`src/rtl/i2cmon_pkg.sv`:
```
package i2cmon_pkg;

    typedef enum logic [2:0] {
        CMD_NONE    = 3'd0,
        CMD_START   = 3'd1,
        CMD_RSTART  = 3'd2,
        CMD_ADDR_RD = 3'd3,
        CMD_ADDR_WR = 3'd4,
        CMD_DATA_RD = 3'd5,
        CMD_DATA_WR = 3'd6,
        CMD_STOP    = 3'd7
    } evt_cmd_e;

    typedef enum logic [1:0] {
        ST_WAIT_START = 2'd0,
        ST_ADDR       = 2'd1,
        ST_DATA       = 2'd2
    } trk_state_e;

endpackage

```
`src/rtl/i2cmon_line_edges.sv`:
```
module i2cmon_line_edges (
    input  logic clk,
    input  logic rst_n,
    input  logic scl,
    input  logic sda,
    output logic scl_rise,
    output logic start_cond,
    output logic stop_cond
);
    logic scl_prev, sda_prev, primed;

    // Previous line levels; nothing is reported until one sample is held.
    always_ff @(posedge clk) begin
        if (!rst_n) begin
            scl_prev <= 1'b1;
            sda_prev <= 1'b1;
            primed   <= 1'b0;
        end else begin
            scl_prev <= scl;
            sda_prev <= sda;
            primed   <= 1'b1;
        end
    end

    always_comb begin
        scl_rise   = primed && !scl_prev && scl;
        start_cond = primed && sda_prev && !sda && scl;
        stop_cond  = primed && !sda_prev && sda && scl;
    end
endmodule

```
`src/rtl/i2cmon_frame_shift.sv`:
```
module i2cmon_frame_shift #(
    parameter int DATA_W = 8
) (
    input  logic              clk,
    input  logic              rst_n,
    input  logic              clr,
    input  logic              shift_en,
    input  logic              bit_in,
    output logic              last_bit,
    output logic [DATA_W-1:0] data_bits
);
    localparam int CNT_W = $clog2(DATA_W + 1);
    localparam logic [CNT_W-1:0] LAST = CNT_W'(DATA_W);

    logic [CNT_W-1:0] cnt_q;

    always_ff @(posedge clk) begin
        if (!rst_n || clr) begin
            cnt_q     <= '0;
            data_bits <= '0;
        end else if (shift_en) begin
            if (cnt_q == LAST) begin
                cnt_q     <= '0;
                data_bits <= '0;
            end else begin
                cnt_q     <= cnt_q + 1'b1;
                data_bits <= {data_bits[DATA_W-2:0], bit_in};
            end
        end
    end

    assign last_bit = (cnt_q == LAST);
endmodule

```
`src/rtl/i2c_event_monitor.sv`:
```
module i2c_event_monitor
    import i2cmon_pkg::*;
#(
    parameter int DATA_W = 8
) (
    input  logic              clk,
    input  logic              rst_n,
    input  logic              scl_in,
    input  logic              sda_in,
    output logic              evt_valid,
    output logic [2:0]        evt_cmd,
    output logic [DATA_W-1:0] evt_byte,
    output logic              evt_nack,
    output logic              raw_valid,
    output logic [DATA_W-1:0] raw_frame
);
    localparam int ADDR_W = DATA_W - 1;

    trk_state_e        state_q, state_d;
    logic              rep_q, rep_d, rd_q, rd_d;
    logic              scl_rise, start_cond, stop_cond;
    logic              clr, shift, last_bit, done;
    logic [DATA_W-1:0] data_bits;

    logic              ev_d, raw_d, nack_d;
    evt_cmd_e          cmd_d;
    logic [DATA_W-1:0] byte_d, rawf_d;

    i2cmon_line_edges u_edges (
        .clk(clk), .rst_n(rst_n), .scl(scl_in), .sda(sda_in),
        .scl_rise(scl_rise), .start_cond(start_cond), .stop_cond(stop_cond)
    );

    i2cmon_frame_shift #(.DATA_W(DATA_W)) u_shift (
        .clk(clk), .rst_n(rst_n), .clr(clr), .shift_en(shift),
        .bit_in(sda_in), .last_bit(last_bit), .data_bits(data_bits)
    );

    assign done = shift && last_bit;

    always_comb begin
        state_d = state_q;
        rep_d   = rep_q;
        rd_d    = rd_q;
        clr     = 1'b0;
        shift   = 1'b0;
        ev_d    = 1'b0;
        raw_d   = 1'b0;
        nack_d  = 1'b0;
        cmd_d   = CMD_NONE;
        byte_d  = '0;
        rawf_d  = '0;
        unique case (state_q)
            ST_WAIT_START: begin
                if (start_cond) begin
                    clr     = 1'b1;
                    ev_d    = 1'b1;
                    cmd_d   = rep_q ? CMD_RSTART : CMD_START;
                    rep_d   = 1'b1;
                    rd_d    = 1'b0;
                    state_d = ST_ADDR;
                end
            end
            ST_ADDR: begin
                if (scl_rise) begin
                    shift = 1'b1;
                    if (done) begin
                        ev_d    = 1'b1;
                        raw_d   = 1'b1;
                        nack_d  = sda_in;
                        rawf_d  = data_bits;
                        rd_d    = data_bits[0];
                        byte_d  = {1'b0, data_bits[DATA_W-1:1]};
                        cmd_d   = data_bits[0] ? CMD_ADDR_RD : CMD_ADDR_WR;
                        state_d = ST_DATA;
                    end
                end
            end
            ST_DATA: begin
                if (scl_rise) begin
                    shift = 1'b1;
                    if (done) begin
                        ev_d   = 1'b1;
                        raw_d  = 1'b1;
                        nack_d = sda_in;
                        rawf_d = data_bits;
                        byte_d = data_bits;
                        cmd_d  = rd_q ? CMD_DATA_RD : CMD_DATA_WR;
                    end
                end else if (start_cond) begin
                    clr     = 1'b1;
                    ev_d    = 1'b1;
                    cmd_d   = rep_q ? CMD_RSTART : CMD_START;
                    rep_d   = 1'b1;
                    rd_d    = 1'b0;
                    state_d = ST_ADDR;
                end else if (stop_cond) begin
                    ev_d    = 1'b1;
                    cmd_d   = CMD_STOP;
                    rep_d   = 1'b0;
                    rd_d    = 1'b0;
                    state_d = ST_WAIT_START;
                end
            end
            default: state_d = ST_WAIT_START;
        endcase
    end

    // State register
    always_ff @(posedge clk) begin
        if (!rst_n) begin
            state_q <= ST_WAIT_START;
            rep_q   <= 1'b0;
            rd_q    <= 1'b0;
        end else begin
            state_q <= state_d;
            rep_q   <= rep_d;
            rd_q    <= rd_d;
        end
    end

    // Output register
    always_ff @(posedge clk) begin
        if (!rst_n) begin
            evt_valid <= 1'b0;
            evt_cmd   <= 3'd0;
            evt_byte  <= '0;
            evt_nack  <= 1'b0;
            raw_valid <= 1'b0;
            raw_frame <= '0;
        end else begin
            evt_valid <= ev_d;
            evt_cmd   <= cmd_d;
            evt_byte  <= byte_d;
            evt_nack  <= nack_d;
            raw_valid <= raw_d;
            raw_frame <= rawf_d;
        end
    end

    logic unused_addr_w;
    assign unused_addr_w = (ADDR_W == 0);
endmodule

```
`config.mk`:
```
export PLATFORM = sky130hd
export DESIGN_NAME = i2c_event_monitor
export DESIGN_NICKNAME = d
export VERILOG_FILES = /design/src/rtl/i2cmon_pkg.sv /design/src/rtl/i2cmon_line_edges.sv /design/src/rtl/i2cmon_frame_shift.sv /design/src/rtl/i2c_event_monitor.sv
export SDC_FILE = /design/constraint.sdc
export NUM_CORES = 1
export LEC_CHECK = 0
export BUFFER_PORTS_ARGS = -buffer_cell sky130_fd_sc_hd__buf_2
export CORE_MARGIN = 3
export CORE_UTILIZATION = 45
export DETAILED_ROUTE_END_ITERATION = 12
export PLACE_DENSITY = 0.75
export SYNTH_ARGS = -nofsm -noshare
export SYNTH_HDL_FRONTEND = slang
export SYNTH_SLANG_ARGS = --single-unit
```
`constraint.sdc`:
```
create_clock -name clk -period 4.7 [get_ports clk]
set_input_delay 0.94 -clock clk [delete_from_list [all_inputs] [get_ports clk]]
set_output_delay 0.94 -clock clk [all_outputs]
set_load 0.01 [all_outputs]
```
Yosys cells after proc, flatten, opt, wreduce, memory -nomap -nowiden
Cells that the tools add are included.
{ "classes": {"eq_ne": 8, "muxes": 48, "n_reduce_logical": 23, "n_addsub": 1} }
{ "ops": {"columns": ["op", "count"], "rows": [
  ["$mux 8", 3],
  ["$mux 3", 7],
  ["$mux 1", 19],
  ["$mux 2", 9],
  ["$pmux 8 s2", 1],
  ["$mux 7", 2],
  ["$logic_and 1x1->1", 9],
  ["$pmux 3 s3", 1],
  ["$ne 2x2->1 const B", 4],
  ["$reduce_and 4->1", 2],
  ["$pmux 1 s3", 2],
  ["$pmux 2 s3", 1],
  ["$reduce_and 6->1", 1],
  ["$reduce_and 5->1", 1],
  ["$add 4x1->4 const B", 1],
  ["$eq 4x4->1 const B", 1],
  ["$logic_not 1->1", 4],
  ["$mux 4", 1],
  ["$pmux 1 s2", 2],
  ["$ne 3x3->1 const B", 1],
  ["$reduce_bool 3->1", 1],
  ["$eq 2x1->1 const B", 1],
  ["$eq 2x2->1 const B", 1],
  ["$logic_not 2->1", 1],
  ["4 further kinds", 4]
]} }
{ "totals": {"reg_bits": 41, "word_cells": 94, "output_inout_bits": 22, "in_bits": 4} }

Logic depth before layout (Yosys ltp)
Gate-level depths: netlist (run 1).
{ "logic_depth": {"word_depth": 9, "mapped_depth": 7, "mapped_depth_nobuf": 7} }

Modules after synthesis
From an unflattened synthesis (run 1), not the netlist that was laid out.
{ "unflattened": {"cells_unflattened": 172, "hier_area_um2": 1705.4} }
{ "by_module_without_submodules": {"columns": ["module", "cells_per_inst", "seq_area_each_um2", "n_inst", "area_each_um2"], "rows": [
  ["i2c_event_monitor", 117, 520.5, 1, 1091.0],
  ["i2cmon_frame_shift", 47, 240.2, 1, 513.0],
  ["i2cmon_line_edges", 8, 60.1, 1, 101.3]
]} }

Worst setup path before layout (run 1)
OpenSTA, ideal clock, no wires.
{ "synth_path": {"path_kind": "input port to flip-flop", "start": "input sda_in", "end": "register evt_cmd[0]", "slack_ps": 2691, "required_ps": 4634, "cell_stages": 5, "setup_time_ps": 66, "n_path_buf": 1, "arrival_ps": 1943, "cell_sequence": "and4b_1 buf_6 or4b_4 o21a_1 a21oi_2"} }
{ "synth_via": {"elab_chain_cells": 6, "word_cells_on_any_way": 10} }
{ "synth_rtl": {"columns": ["element", "line_no", "source"], "rows": [
  ["from (decl)", "i2c_event_monitor.sv:9", "input logic sda_in,"],
  ["$logic_and 1x1->1 / $logic_not 1->1 (equally long branches)", "i2cmon_line_edges.sv:28, i2cmon_line_edges.sv:27", null],
  ["$logic_and 1x1->1 (on tied branches)", "i2cmon_line_edges.sv:28, i2cmon_line_edges.sv:27", null],
  ["$mux 3 / $logic_and 1x1->1 (equally long branches)", "i2c_event_monitor.sv:97, i2cmon_line_edges.sv:27", null],
  ["$mux 3", "i2c_event_monitor.sv:90", "end else if (start_cond) begin"],
  ["$mux 3", "i2c_event_monitor.sv:80", "if (scl_rise) begin"],
  ["$pmux 3 s3 (*)", "i2c_event_monitor.sv:53", "unique case (state_q)"],
  ["to (signal assigned)", "i2c_event_monitor.sv:133", "evt_cmd <= cmd_d;"],
  ["to (decl)", "i2c_event_monitor.sv:11", "output logic [2:0] evt_cmd,"]
]} }
Every way passes the cells marked *; elsewhere a longest branch is shown, timed or not.
A chain may end at the register's enable or synchronous reset.

Final worst setup path (run 1)
{ "layout_path": {"start": "register state_q[0]", "end": "register evt_byte[7]"} }
{ "layout_via": {"elab_chain_cells": 7, "word_cells_on_any_way": 8} }
{ "layout_rtl": {"columns": ["element", "line_no", "source"], "rows": [
  ["from (decl)", "i2c_event_monitor.sv:19", "trk_state_e state_q, state_d;"],
  ["from (signal assigned)", "i2c_event_monitor.sv:116", "state_q <= state_d;"],
  ["$eq 2x2->1 / $eq 2x1->1 (equally long branches)", "i2c_event_monitor.sv:53", null],
  ["$reduce_or 2->1 (no source line)", null, null],
  ["$mux 1", null, null],
  ["$logic_and 1x1->1", "i2c_event_monitor.sv:39", "assign done = shift && last_bit;"],
  ["$mux 8", "i2c_event_monitor.sv:82", "if (done) begin"],
  ["$mux 8", "i2c_event_monitor.sv:80", null],
  ["$pmux 8 s2 (*)", "i2c_event_monitor.sv:53", null],
  ["to (signal assigned)", "i2c_event_monitor.sv:134", "evt_byte <= byte_d;"],
  ["to (decl)", "i2c_event_monitor.sv:12", "output logic [DATA_W-1:0] evt_byte,"]
]} }
Marks and branches as above.

==> results of run 1 <==
==> kinds of logic after synthesis <==
logic type | share of synthesized area [%]
muxes | 0.5993
and+or+nand+nor | 26.22
xor gates and xnor gates | 0.5244
adders and majority gates | 4.494
buffers and inverters | 3.596
AOI/OAI and AO/OA | 15.43
DFF | 49.14
==> power by group <==
part           switching [mW]  leakage, nW  internal (mW)
clock                   0.127       0.0687          0.214
sequential            0.00629        0.331          0.353
combinational          0.0497        0.420         0.0264
==> state kept, by name, summed over array words and instances, names as in the netlist <==
name and cells:
u_edges.sda_prev 1, evt_byte 8, raw_valid 1, raw_frame 8, evt_cmd 3, evt_nack 1, u_shift.cnt_q 4, u_edges.primed 1
evt_valid 1, state_q 2, u_shift.data_bits 8, u_edges.scl_prev 1, rd_q 1, rep_q 1
==> per-layer routing <==
metal,up-vias,share of wire (%),GRT usage [%]
met5,-,0,0
met4,0,1.4,6.835
met3,5,5.5,6.071
met2,41,45,25.74
met1,659,48,21.83
li1,705,-,-
==> placed cells by master, fill, tap and decap left out, types with 2 or more instances in the layout <==
| cell type | synthesis | layout |
|---|---|---|
| a21oi_1 | 17 | 17 |
| clkbuf_8 | 0 | 5 |
| nand2b_1 | 4 | 4 |
| nand2_1 | 21 | 21 |
| and2_1 | 8 | 8 |
| inv_1 | 6 | 6 |
| a211oi_1 | 2 | 2 |
| ha_1 | 6 | 6 |
| a22oi_1 | 7 | 7 |
| bufinv_16 | 0 | 2 |
| buf_2 | 0 | 25 |
| nor2_1 | 16 | 16 |
| nor3_1 | 3 | 3 |
| dfxtp_1 | 41 | 41 |
| and3_1 | 6 | 6 |
| o221ai_1 | 2 | 2 |
| o21ai_0 | 2 | 2 |
| nor3b_1 | 2 | 2 |
| and4b_1 | 2 | 2 |
| nand3_1 | 13 | 13 |
| nand3b_1 | 2 | 2 |
| a31oi_1 | 2 | 2 |
==> area by class of cell <==
type                    instances  area [µm²]
clock inverters                 3       68.82
flip-flops and latches         41       820.8
clock buffers                   5       68.82
inverters                       6       22.52
repair buffers                 25       125.1
multi-input cells             131       789.5
well taps                      46       57.56
fillers                       321        1489
==> worst paths after layout <==
check                   start          endpoint  slack [ps]  cells past startpoint
max reg2reg        state_q[0]       evt_byte[7]        2450                      7
max                state_q[0]       evt_byte[7]        2450                      7
min          u_shift.cnt_q[3]  u_shift.cnt_q[3]         490                      1
min reg2reg  u_shift.cnt_q[3]  u_shift.cnt_q[3]         490                      1
==> metrics by stage <==
stage	cell area [µm²]	hold WS, ps	power, mW
after global placement	1815	473.7	0.4407
after global routing	1953	520.6	0.8065
after floorplan	1670	448.5	0.4259
after CTS	1953	492.7	0.7767
final	1953	489.6	0.7763
after detailed placement	1815	478.3	0.4412
==> worst max-delay path, stage by stage, from the launching register on <==
cell      delay (ps)
dfxtp_1          380
inv_1             80
ha_1             360
nand4b_2         360
nor2_1           410
nand2_2          190
inv_1            230
and3_1           180
==> summary.md, run 1 <==
| Metric | Value |
|---|---|
| Most instantiated cells after synthesis | dfxtp_1 (41), nand2_1 (21), a21oi_1 (17) |
| Gpl congestion | 0.8572 |
| Core area | 3442 µm² |
| Final WS setup | 2451 ps |
| Data arrival time of the worst path | 2500 ps |
| Pre-CTS setup slack | 2250 ps |
| Crit path required time | 4950 ps |
| Final Max Slew Viols | 0 |
| CTS tree | yes |
| Pleak | 0.8197 nW |
| Seq/Total Area, Yosys | 49.14% |
| Total grt overflow | 0 |
| Post-detail-place hpwl | 2365 µm |
| Initial DRC Count | 82 |
| Post-DR vias/cell | 5.486 |
| Final antenna-violating net count | 0 |
| Vias in the first global route | 1212 |
| DRC | 0 |
| Die width | 66.93 µm |
| Power Density | 397.5 nW/µm² |
| Type of the most critical hold path | flip-flop to flip-flop |
| Initial antenna violation count | 0 |
| Critical path endpoint category | flip-flop |
| First-pass GRT wire length | 5678 µm |
| Pin slew with the least headroom to its limit | 553.3 ps |
| I/O pin count | 26 |
| Max-Cap Viols | 0 |
| Cell Area, Synth | 1670 µm² |
| Clock tree buffer depth | 2 |
| Critical path class | flip-flop to flip-flop |
| Port buffer count | 25 |
| Worst-path clk slew | 80 ps |
| Distinct cells, synth | 37 |
| Hold buffers post-CTS | 0 |
| Die area | 4479 µm² |
| Root Buffer | clkbuf_8 |
| Pre-Repair DR Iteration Count | 4 |
| Ys async rst share | 0% |
| RSZ-0062 raised after global routing | false |
| Synthesized area per cell | 8.980 µm² |
| Final design utilization | 56.74% |
| Post-Synthesis Cells | 186 |
| Total CTS buffers | 5 |
| Total wire length | 3493 µm |
| Share of the synthesized area in the top cell type | 49.14% |
| N_diodes | 0 |
| Ys Warns | 0 |
| Leading area contributor after synthesis | dfxtp_1 |
| Initial Utilization | 48.53% |
| Peak VDD IR | 158.5 µV |
| Total GRT Usage | 17.01% |
| Setup Skew | 5.133 ps |
| Setup Buffers After CTS | 0 |
| Largest net degree at the start of global routing | 18 |
| Clock sink count | 41 |
| Most numerous cell in the Yosys netlist | dfxtp_1 |
| Synth top area cells | dfxtp_1 (49%), a21oi_1 (5.1%), nand2_1 (4.7%), ha_1 (4.5%), nand3_1 (3.9%) |
| Tcrit/Tclk final | 47.86% |
| Wire length per cell | 13.59 µm |
| Primary FF master, synth | dfxtp_1 |
| Worst skew pair latency | 300 ps |
| Setup Total Neg Slack | 0 ps |
| Number of synthesized flops with an enable pin | 0 |
| H-tree levels | 2 |
| Syn_nets | 196 |
| FMAX | 444.6 MHz |
| Final setup fails | 0 |
| Outcome | finished, final reports clean |
| Via count | 1410 |
| Rows | 21 |
| # nets final | 220 |
| Area Growth Syn to Fin | 16.93% |
| Resized Gates After CTS | 0 |
| Final hold vios | 0 |
| CP Launch Type | flip-flop |
| Max-slew headroom | 63.11% |
| Highest net fanout along the worst path | 16 |
| Chip height | 66.93 µm |
| Share of cells above drive strength 1 | 18.48% |
| Post-layout min period | 2249 ps |
| FF+latch count, synth | 41 |
| Layout Cells excl Fill | 257 |
| Post-Place Cells | 249 |
Power figures use the tool's default switching activity.
==> run 2, diff against run 1 <==
--- a/config.mk
+++ b/config.mk
@@ -5,11 +5,12 @@
 export SDC_FILE = /design/constraint.sdc
 export NUM_CORES = 1
 export LEC_CHECK = 0
+export ABC_AREA = 1
 export BUFFER_PORTS_ARGS = -buffer_cell sky130_fd_sc_hd__buf_2
 export CORE_MARGIN = 3
 export CORE_UTILIZATION = 45
 export DETAILED_ROUTE_END_ITERATION = 12
-export PLACE_DENSITY = 0.75
+export PLACE_DENSITY = 0.77
 export SYNTH_ARGS = -nofsm -noshare
 export SYNTH_HDL_FRONTEND = slang
 export SYNTH_SLANG_ARGS = --single-unit
==> constraint.sdc (replaced) <==
create_clock -name clk -period 1.99 [get_ports clk]
set_input_delay 0.398 -clock clk [delete_from_list [all_inputs] [get_ports clk]]
set_output_delay 0.398 -clock clk [all_outputs]
set_load 0.01 [all_outputs]
==> run 2 against run 1 <==
Final cell count increased by 13%. Worst setup slack worse by 2200 ps. Sequential share of layout area decreased by 2.3 points. Hold slack worse by 150 ps. Total power grew to 2.9 times the previous value. Area after synthesis rose by 6.2%. Clock-buffer cell count is the same. Maximum frequency up 30%. Via count is 3.2% higher. Routed wire length increased by 0.57%. Non-clock buffer count up 3.
==> summary.md, run 2 <==
| Metric | Value |
|---|---|
| Outcome | finished, final reports clean |
| Worst-path clk slew | 80 ps (about the same) |
| Pleak | 0.8842 nW (+7.9%) |
| Commonest non-fill, non-tap cells in the layout | dfxtp_1 (41), nand2_1 (32), nor2_1 (26), inv_1 (25), buf_2 (25) |
| Number of synthesized flops with an enable pin | 0 (unchanged) |
| Post-DR vias/cell | 5.017 (-8.6%) |
| Sw power | 694.0 µW (+280%) |
| Vias in the first global route | 1292 (+6.6%) |
| Share of the synthesized area in the top cell type | 46.26% (-2.9 points) |
| Clock tree buffer depth | 2 (unchanged) |
| Register area | 820.8 µm² (unchanged) |
| Final design utilization | 55.15% (-1.6 points) |
| Max-Cap Viols | 0 (unchanged) |
| Max-slew headroom | 75.14% (+12 points) |
| Most instantiated cells after synthesis | dfxtp_1 (41), nand2_1 (32), nor2_1 (26) |
| Primary FF master, synth | dfxtp_1 |
| N_diodes | 0 (unchanged) |
| Total wire length | 3513 µm (+0.57%) |
| CTS tree | yes |
| Switching Fraction | 30.95% (+7.4 points) |
| Setup Buffers After CTS | 0 (unchanged) |
| Share of cells above drive strength 1 | 26.03% (+7.5 points) |
| Reg-to-Reg End | evt_byte[4] |
| Peak VDD IR | 586.1 µV (+270%) |
| Ys Warns | 0 (unchanged) |
| RR Startpoint | state_q[0] |
| Multi-input gate area | 795.8 µm² (+0.79%) |
| Tcrit/Tclk final | 86.88% (+39 points) |
| Total GRT Usage | 16.80% (-0.21 points) |
| Critical path class | flip-flop to flip-flop |
| H-tree levels | 2 (unchanged) |
| Top Registers | evt_byte: 8 flops, raw_frame: 8 flops, u_shift.data_bits: 8 flops |
| Rows | 22 (+4.8%) |
| Final setup fails | 0 (unchanged) |
| Most numerous cell in the Yosys netlist | dfxtp_1 |
| First-pass GRT wire length | 5802 µm (+2.2%) |
| Seq/Total Area, Yosys | 46.26% (-2.9 points) |
| Final hold vios | 0 (unchanged) |
| Setup Total Neg Slack | 0 ps (unchanged) |
| Chip height | 68.79 µm (+2.8%) |
| Total grt overflow | 0 (unchanged) |
| Port buffer count | 25 (unchanged) |
| Die area | 4732 µm² (+5.7%) |
| Hold path endpoint | u_edges.primed |
| Final instance area | 2064 µm² (+5.7%) |
| CP Launch Type | flip-flop |
| Distinct cells, synth | 24 (-35%) |
| FF+latch count, synth | 41 (unchanged) |
| Post-layout min period | 1729 ps (-520.3 ps) |
| Post-DP Area | 1931 µm² (+6.3%) |
| Internal | 1.548 mW (+160%) |
| Via count | 1455 (+3.2%) |
| # nets final | 251 (+14%) |
| Highest net fanout along the worst path | 12 (-4) |
| Area Growth Syn to Fin | 16.36% |
| Clock power share | 34.8% (-9.1 points) |
| Post-Synthesis Cells | 212 (+14%) |
| Final Max Slew Viols | 0 (unchanged) |
| Cell Area, Synth | 1774 µm² (+6.2%) |
| Initial Utilization | 47.39% (-1.1 points) |
| Root Buffer | clkbuf_8 |
| Initial antenna violation count | 0 (unchanged) |
| Initial DRC Count | 147 (+79%) |
| Reg2reg setup slack | 260 ps (-2190 ps) |
| Synthesized area per cell | 8.369 µm² (-6.8%) |
| Power Density | 1086 nW/µm² (+170%) |
| Power share of the combinational group | 24.1% (+14 points) |
| Worst R2R Path Depth | 7 (unchanged) |
| Wire length per cell | 12.11 µm (-11%) |
| Commonest non-fill, non-tap cell in the layout | dfxtp_1 |
| Leading area contributor after synthesis | dfxtp_1 |
| Data arrival time of the worst path | 1960 ps (-540 ps) |
| Worst skew pair latency | 300 ps (about the same) |
| Syn_nets | 222 (+13%) |
| Pre-Repair DR Iteration Count | 4 (unchanged) |
| Synth top area cells | dfxtp_1 (46%), a21oi_1 (6.8%), nand2_1 (6.8%), a211oi_2 (5.6%), nor2_1 (5.5%) |
| I/O pin count | 26 (unchanged) |
| Largest net degree at the start of global routing | 14 (-4) |
| Fraction of power consumed by sequential logic | 41.1% (-5.2 points) |
| Core area | 3744 µm² (+8.8%) |
| Hold path start | rst_n |
| Final Power | 2.242 mW (+190%) |
| Die width | 68.79 µm (+2.8%) |
| Clock sink count | 41 (unchanged) |
| Resized Gates After CTS | 0 (unchanged) |
| Gpl congestion | 0.9082 (+5.9%) |
| Worst hold stages | 1 (unchanged) |
| Type of the most critical hold path | input port to flip-flop |
| Setup Skew | 7.114 ps (+1.981 ps) |
| Crit path required time | 2220 ps (-2730 ps) |
| Hold buffers post-CTS | 0 (unchanged) |
| RSZ-0062 raised after global routing | false |
| Post-detail-place hpwl | 2558 µm (+8.2%) |
| Pin slew with the least headroom to its limit | 372.8 ps (-180.5 ps) |
| Total CTS buffers | 5 (unchanged) |
| Final antenna-violating net count | 0 (unchanged) |
| # fillers | 357 (+11%) |
| Critical path endpoint category | flip-flop |
| DRC | 0 (unchanged) |
| Ys async rst share | 0% (unchanged) |
| FMAX | 578.4 MHz (+30%) |
==> run 2: changes by cell type in the layout (fill, tap and decap cells not counted), sizes merged, moves of 6 or more <==
cell	change
a22oi	-7
and2	-8
a211oi	+6
nor2	+17
nand2	+12
and3	-6
a21oi	+6
inv	+20
==> run 2: area by class of cell <==
type	count	area share, %
timing repair buffer	28	7.152
multi-input combinational	137	38.55
clock inverter	3	3.152
clock buffer	5	3.333
inverter	28	5.152
sequential	41	39.76
tap	48	2.909
==> run 2: how the worst max path moves through the flow <==
stage | from | end | slack (ps) | cells past startpoint
2_1_floorplan | state_q[0] | u_shift.cnt_q[3] | 540 | 8
3_3_place_gp | scl_in | evt_byte[6] | 370 | 8
3_5_place_dp | state_q[0] | evt_byte[4] | 320 | 7
4_1_cts | state_q[0] | evt_byte[4] | 280 | 7
5_1_grt | state_q[1] | evt_byte[5] | 130 | 7
6_report | state_q[0] | evt_byte[4] | 260 | 7
==> run 2: critical path, stage by stage (launching register included) <==
cell and delay, ps:
dfxtp_1 390, inv_1 80, ha_1 340, nand2_2 210
nor2_4 210, buf_4 200, nand3_2 70, a21oi_1 170
==> run 2: cells by family after synthesis <==
group	synth area share (%)
XOR/XNOR	0.9875
AND/OR/NAND/NOR	24.82
adder cells (fa/ha/maj)	4.231
flip-flops	46.26
buffers and inverters	8.886
AO/OA/AOI/OAI	14.81
==> run 2: power by group through the flow <==
stage          Combinational [mW]  Sequential [mW]  Clock, mW
2_1_floorplan               0.430            0.931          0
3_3_place_gp                0.518            0.935          0
3_5_place_dp                0.527            0.939          0
4_1_cts                     0.531            0.920      0.796
5_1_grt                     0.616            0.926      0.818
6_report                    0.540            0.922      0.780
==> run 2: through the flow <==
stage | std cells | setup WS, ps | hold WS (ps)
floorplan | 212 | 540.5 | 425.7
detailed placement | 282 | 321.9 | 459.1
finish | 290 | 261.0 | 336.6
global route | 290 | 133.0 | 340.3
global placement | 282 | 371.9 | 461.0
CTS | 290 | 285.0 | 327.4
==> run 2: per-layer routing <==
layer,global-route usage [%],vias to the layer above,wire (µm)
met5,0,-,0
met4,8.273,0,79
met3,3.890,8,242
met2,25.03,42,1591
met1,22.76,666,1600
li1,-,739,-
==> run 3, diff against run 2 <==
--- a/config.mk
+++ b/config.mk
@@ -9,6 +9,7 @@
 export BUFFER_PORTS_ARGS = -buffer_cell sky130_fd_sc_hd__buf_2
 export CORE_MARGIN = 3
 export CORE_UTILIZATION = 45
+export CTS_BUF_LIST = sky130_fd_sc_hd__clkbuf_4
 export DETAILED_ROUTE_END_ITERATION = 12
 export PLACE_DENSITY = 0.77
 export SYNTH_ARGS = -nofsm -noshare
==> run 3 against run 2 <==
Register-to-register slack improved by 20 ps. Critical endpoint unchanged. Total power fell by 5.6%. Hold slack got worse by 66 ps. Worst setup slack improved by 19 ps. Sequential power barely moved. Largest cell class unchanged.
==> summary.md, run 3 (same netlist as run 2, synthesis figures left out) <==
| Metric | Value |
|---|---|
| Post-detail-place hpwl | 2558 µm (unchanged) |
| FMAX | 584.8 MHz (+1.1%) |
| H-tree levels | 2 (unchanged) |
| Hold path start | rst_n |
| Resized Gates After CTS | 0 (unchanged) |
| Final WS setup | 280.0 ps (+19.01 ps) |
| Pin slew with the least headroom to its limit | 361.3 ps (-11.56 ps) |
| Top Registers | evt_byte: 8 flops, raw_frame: 8 flops, u_shift.data_bits: 8 flops |
| Pleak | 0.8713 nW (-1.5%) |
| Peak VDD IR | 676.1 µV (+15%) |
| Type of the most critical hold path | input port to flip-flop |
| Final design utilization | 54.31% (-0.84 points) |
| Hold buffers post-CTS | 0 (unchanged) |
| Buf/Inv on CP | 2 (unchanged) |
| Core area | 3744 µm² (unchanged) |
| Critical path class | flip-flop to flip-flop |
| Highest net fanout along the worst path | 12 (unchanged) |
| Worst-path clk slew | 120 ps (+40 ps) |
| Reg2reg setup slack | 280 ps (+20 ps) |
| GR peak layer | met2 |
| Post-DR vias/cell | 4.997 (-0.41%) |
| Die area | 4732 µm² (unchanged) |
| # nets final | 251 (unchanged) |
| GR Util met1 | 22.86% (+0.10 points) |
| Tcrit/Tclk final | 85.93% (-0.96 points) |
| Post-layout min period | 1710 ps (-19.01 ps) |
| Setup Total Neg Slack | 0 ps (unchanged) |
| Pre-CTS setup slack | 321.9 ps (unchanged) |
| Setup Buffers After CTS | 0 (unchanged) |
| Critical path endpoint category | flip-flop |
| Initial Utilization | 47.39% (unchanged) |
| Commonest non-fill, non-tap cells in the layout | dfxtp_1 (41), nand2_1 (32), nor2_1 (26), inv_1 (25), buf_2 (25) |
| Total GRT Usage | 16.50% (-0.31 points) |
| Share of cells above drive strength 1 | 26.03% (unchanged) |
| CTS tree | yes |
| Total wire length | 3428 µm (-2.4%) |
| Total CTS buffers | 5 (unchanged) |
| Via count | 1449 (-0.41%) |
| RSZ-0062 raised after global routing | false |
| Setup Skew | 7.294 ps (+0.1794 ps) |
| Gpl congestion | 0.9082 (unchanged) |
| Wire length per cell | 11.82 µm (-2.4%) |
| Final hold vios | 0 (unchanged) |
| Final antenna-violating net count | 0 (unchanged) |
| Die width | 68.79 µm (unchanged) |
| RR Startpoint | state_q[1] |
| DRC | 0 (unchanged) |
| Worst-path cell chain | inv_1 -> ha_1 -> nand2_2 -> nor2_4 -> buf_4 -> nand3_2 -> a21oi_1 |
| Crit path required time | 2280 ps (+60 ps) |
| # fillers | 361 (+1.1%) |
| Rows | 22 (unchanged) |
| CP Launch Type | flip-flop |
| GR Util met3 | 3.890% (unchanged) |
| Max-Cap Viols | 0 (unchanged) |
| CP startpoint | state_q[1] |
| Initial DRC Count | 158 (+7.5%) |
| N_diodes | 0 (unchanged) |
| Final Max Slew Viols | 0 (unchanged) |
| Port buffer count | 25 (unchanged) |
| Power Density | 1041 nW/µm² (-4.2%) |
| Total grt overflow | 0 (unchanged) |
| Outcome | finished, final reports clean |
| Met2 Use GR | 24.31% (-0.72 points) |
| I/O pin count | 26 (unchanged) |
| Vias in the first global route | 1263 (-2.2%) |
| Pre-Repair DR Iteration Count | 4 (unchanged) |
| Commonest non-fill, non-tap cell in the layout | dfxtp_1 |
| Clock sink count | 41 (unchanged) |
| CP delay by family, top | simple AND/OR/NAND/NOR gates |
| First-pass GRT wire length | 5740 µm (-1.1%) |
| Clock tree buffer depth | 2 (unchanged) |
| Largest net degree at the start of global routing | 14 (unchanged) |
| Worst skew pair latency | 350 ps (+50 ps) |
| Slowest CP cell | dfxtp_1 |
| Final setup fails | 0 (unchanged) |
| Max stage delay on crit path | 410 ps (+20 ps) |
| Data arrival time of the worst path | 2000 ps (+40 ps) |
| Initial antenna violation count | 0 (unchanged) |
| Chip height | 68.79 µm (unchanged) |
| Area Growth Syn to Fin | 14.60% |
| Root Buffer | clkbuf_4 |
| Max-slew headroom | 75.91% (+0.77 points) |
[run 3: worst reg2reg max path: cells and delay by family, from the launching register on]
kind | cells | cell delay (ps)
compound gates | 1 | 170
simple gates | 3 | 460
fa+ha+maj | 1 | 330
buf+inv | 2 | 280
flops | 1 | 410
[run 3: power by group]
part | total (mW) | internal (mW) | switching, mW
registers | 0.924 | 0.876 | 0.0479
logic | 0.532 | 0.175 | 0.358
clock network | 0.660 | 0.389 | 0.271
total | 2.12 | 1.44 | 0.677
[run 3: worst paths after layout]
path,to,cells after the start
worst max-delay path,evt_byte[4],7
worst min-delay path,u_edges.primed,1
worst max register to register,evt_byte[4],7
worst min register to register,evt_byte[6],2
[run 3: cell type report]
type | count | area, µm² | share of cell area [%]
clock buffers | 5 | 37.54 | 1.846
multi-input cells | 137 | 795.8 | 39.14
inverters | 28 | 106.4 | 5.231
repair buffers | 28 | 147.6 | 7.262
well taps | 48 | 60.06 | 2.954
flip-flops and latches | 41 | 820.8 | 40.37
clock inverters | 3 | 65.06 | 3.200
[run 3: through the flow]
step	instances	hold WS, ps	power [mW]	instance area [µm²]
floorplan	212	425.7	1.361	1774
global placement	282	461.0	1.453	1931
detailed placement	282	459.1	1.466	1931
CTS	290	268.3	2.115	2033
global route	290	272.0	2.235	2033
finish	290	271.0	2.116	2033
[run 3: layer usage]
| metal | part of all wire (%) | routed length, µm |
|---|---|---|
| met4 | 1.5 | 53 |
| met5 | 0 | 0 |
| met3 | 5.9 | 203 |
| met1 | 47 | 1616 |
| met2 | 45 | 1555 |
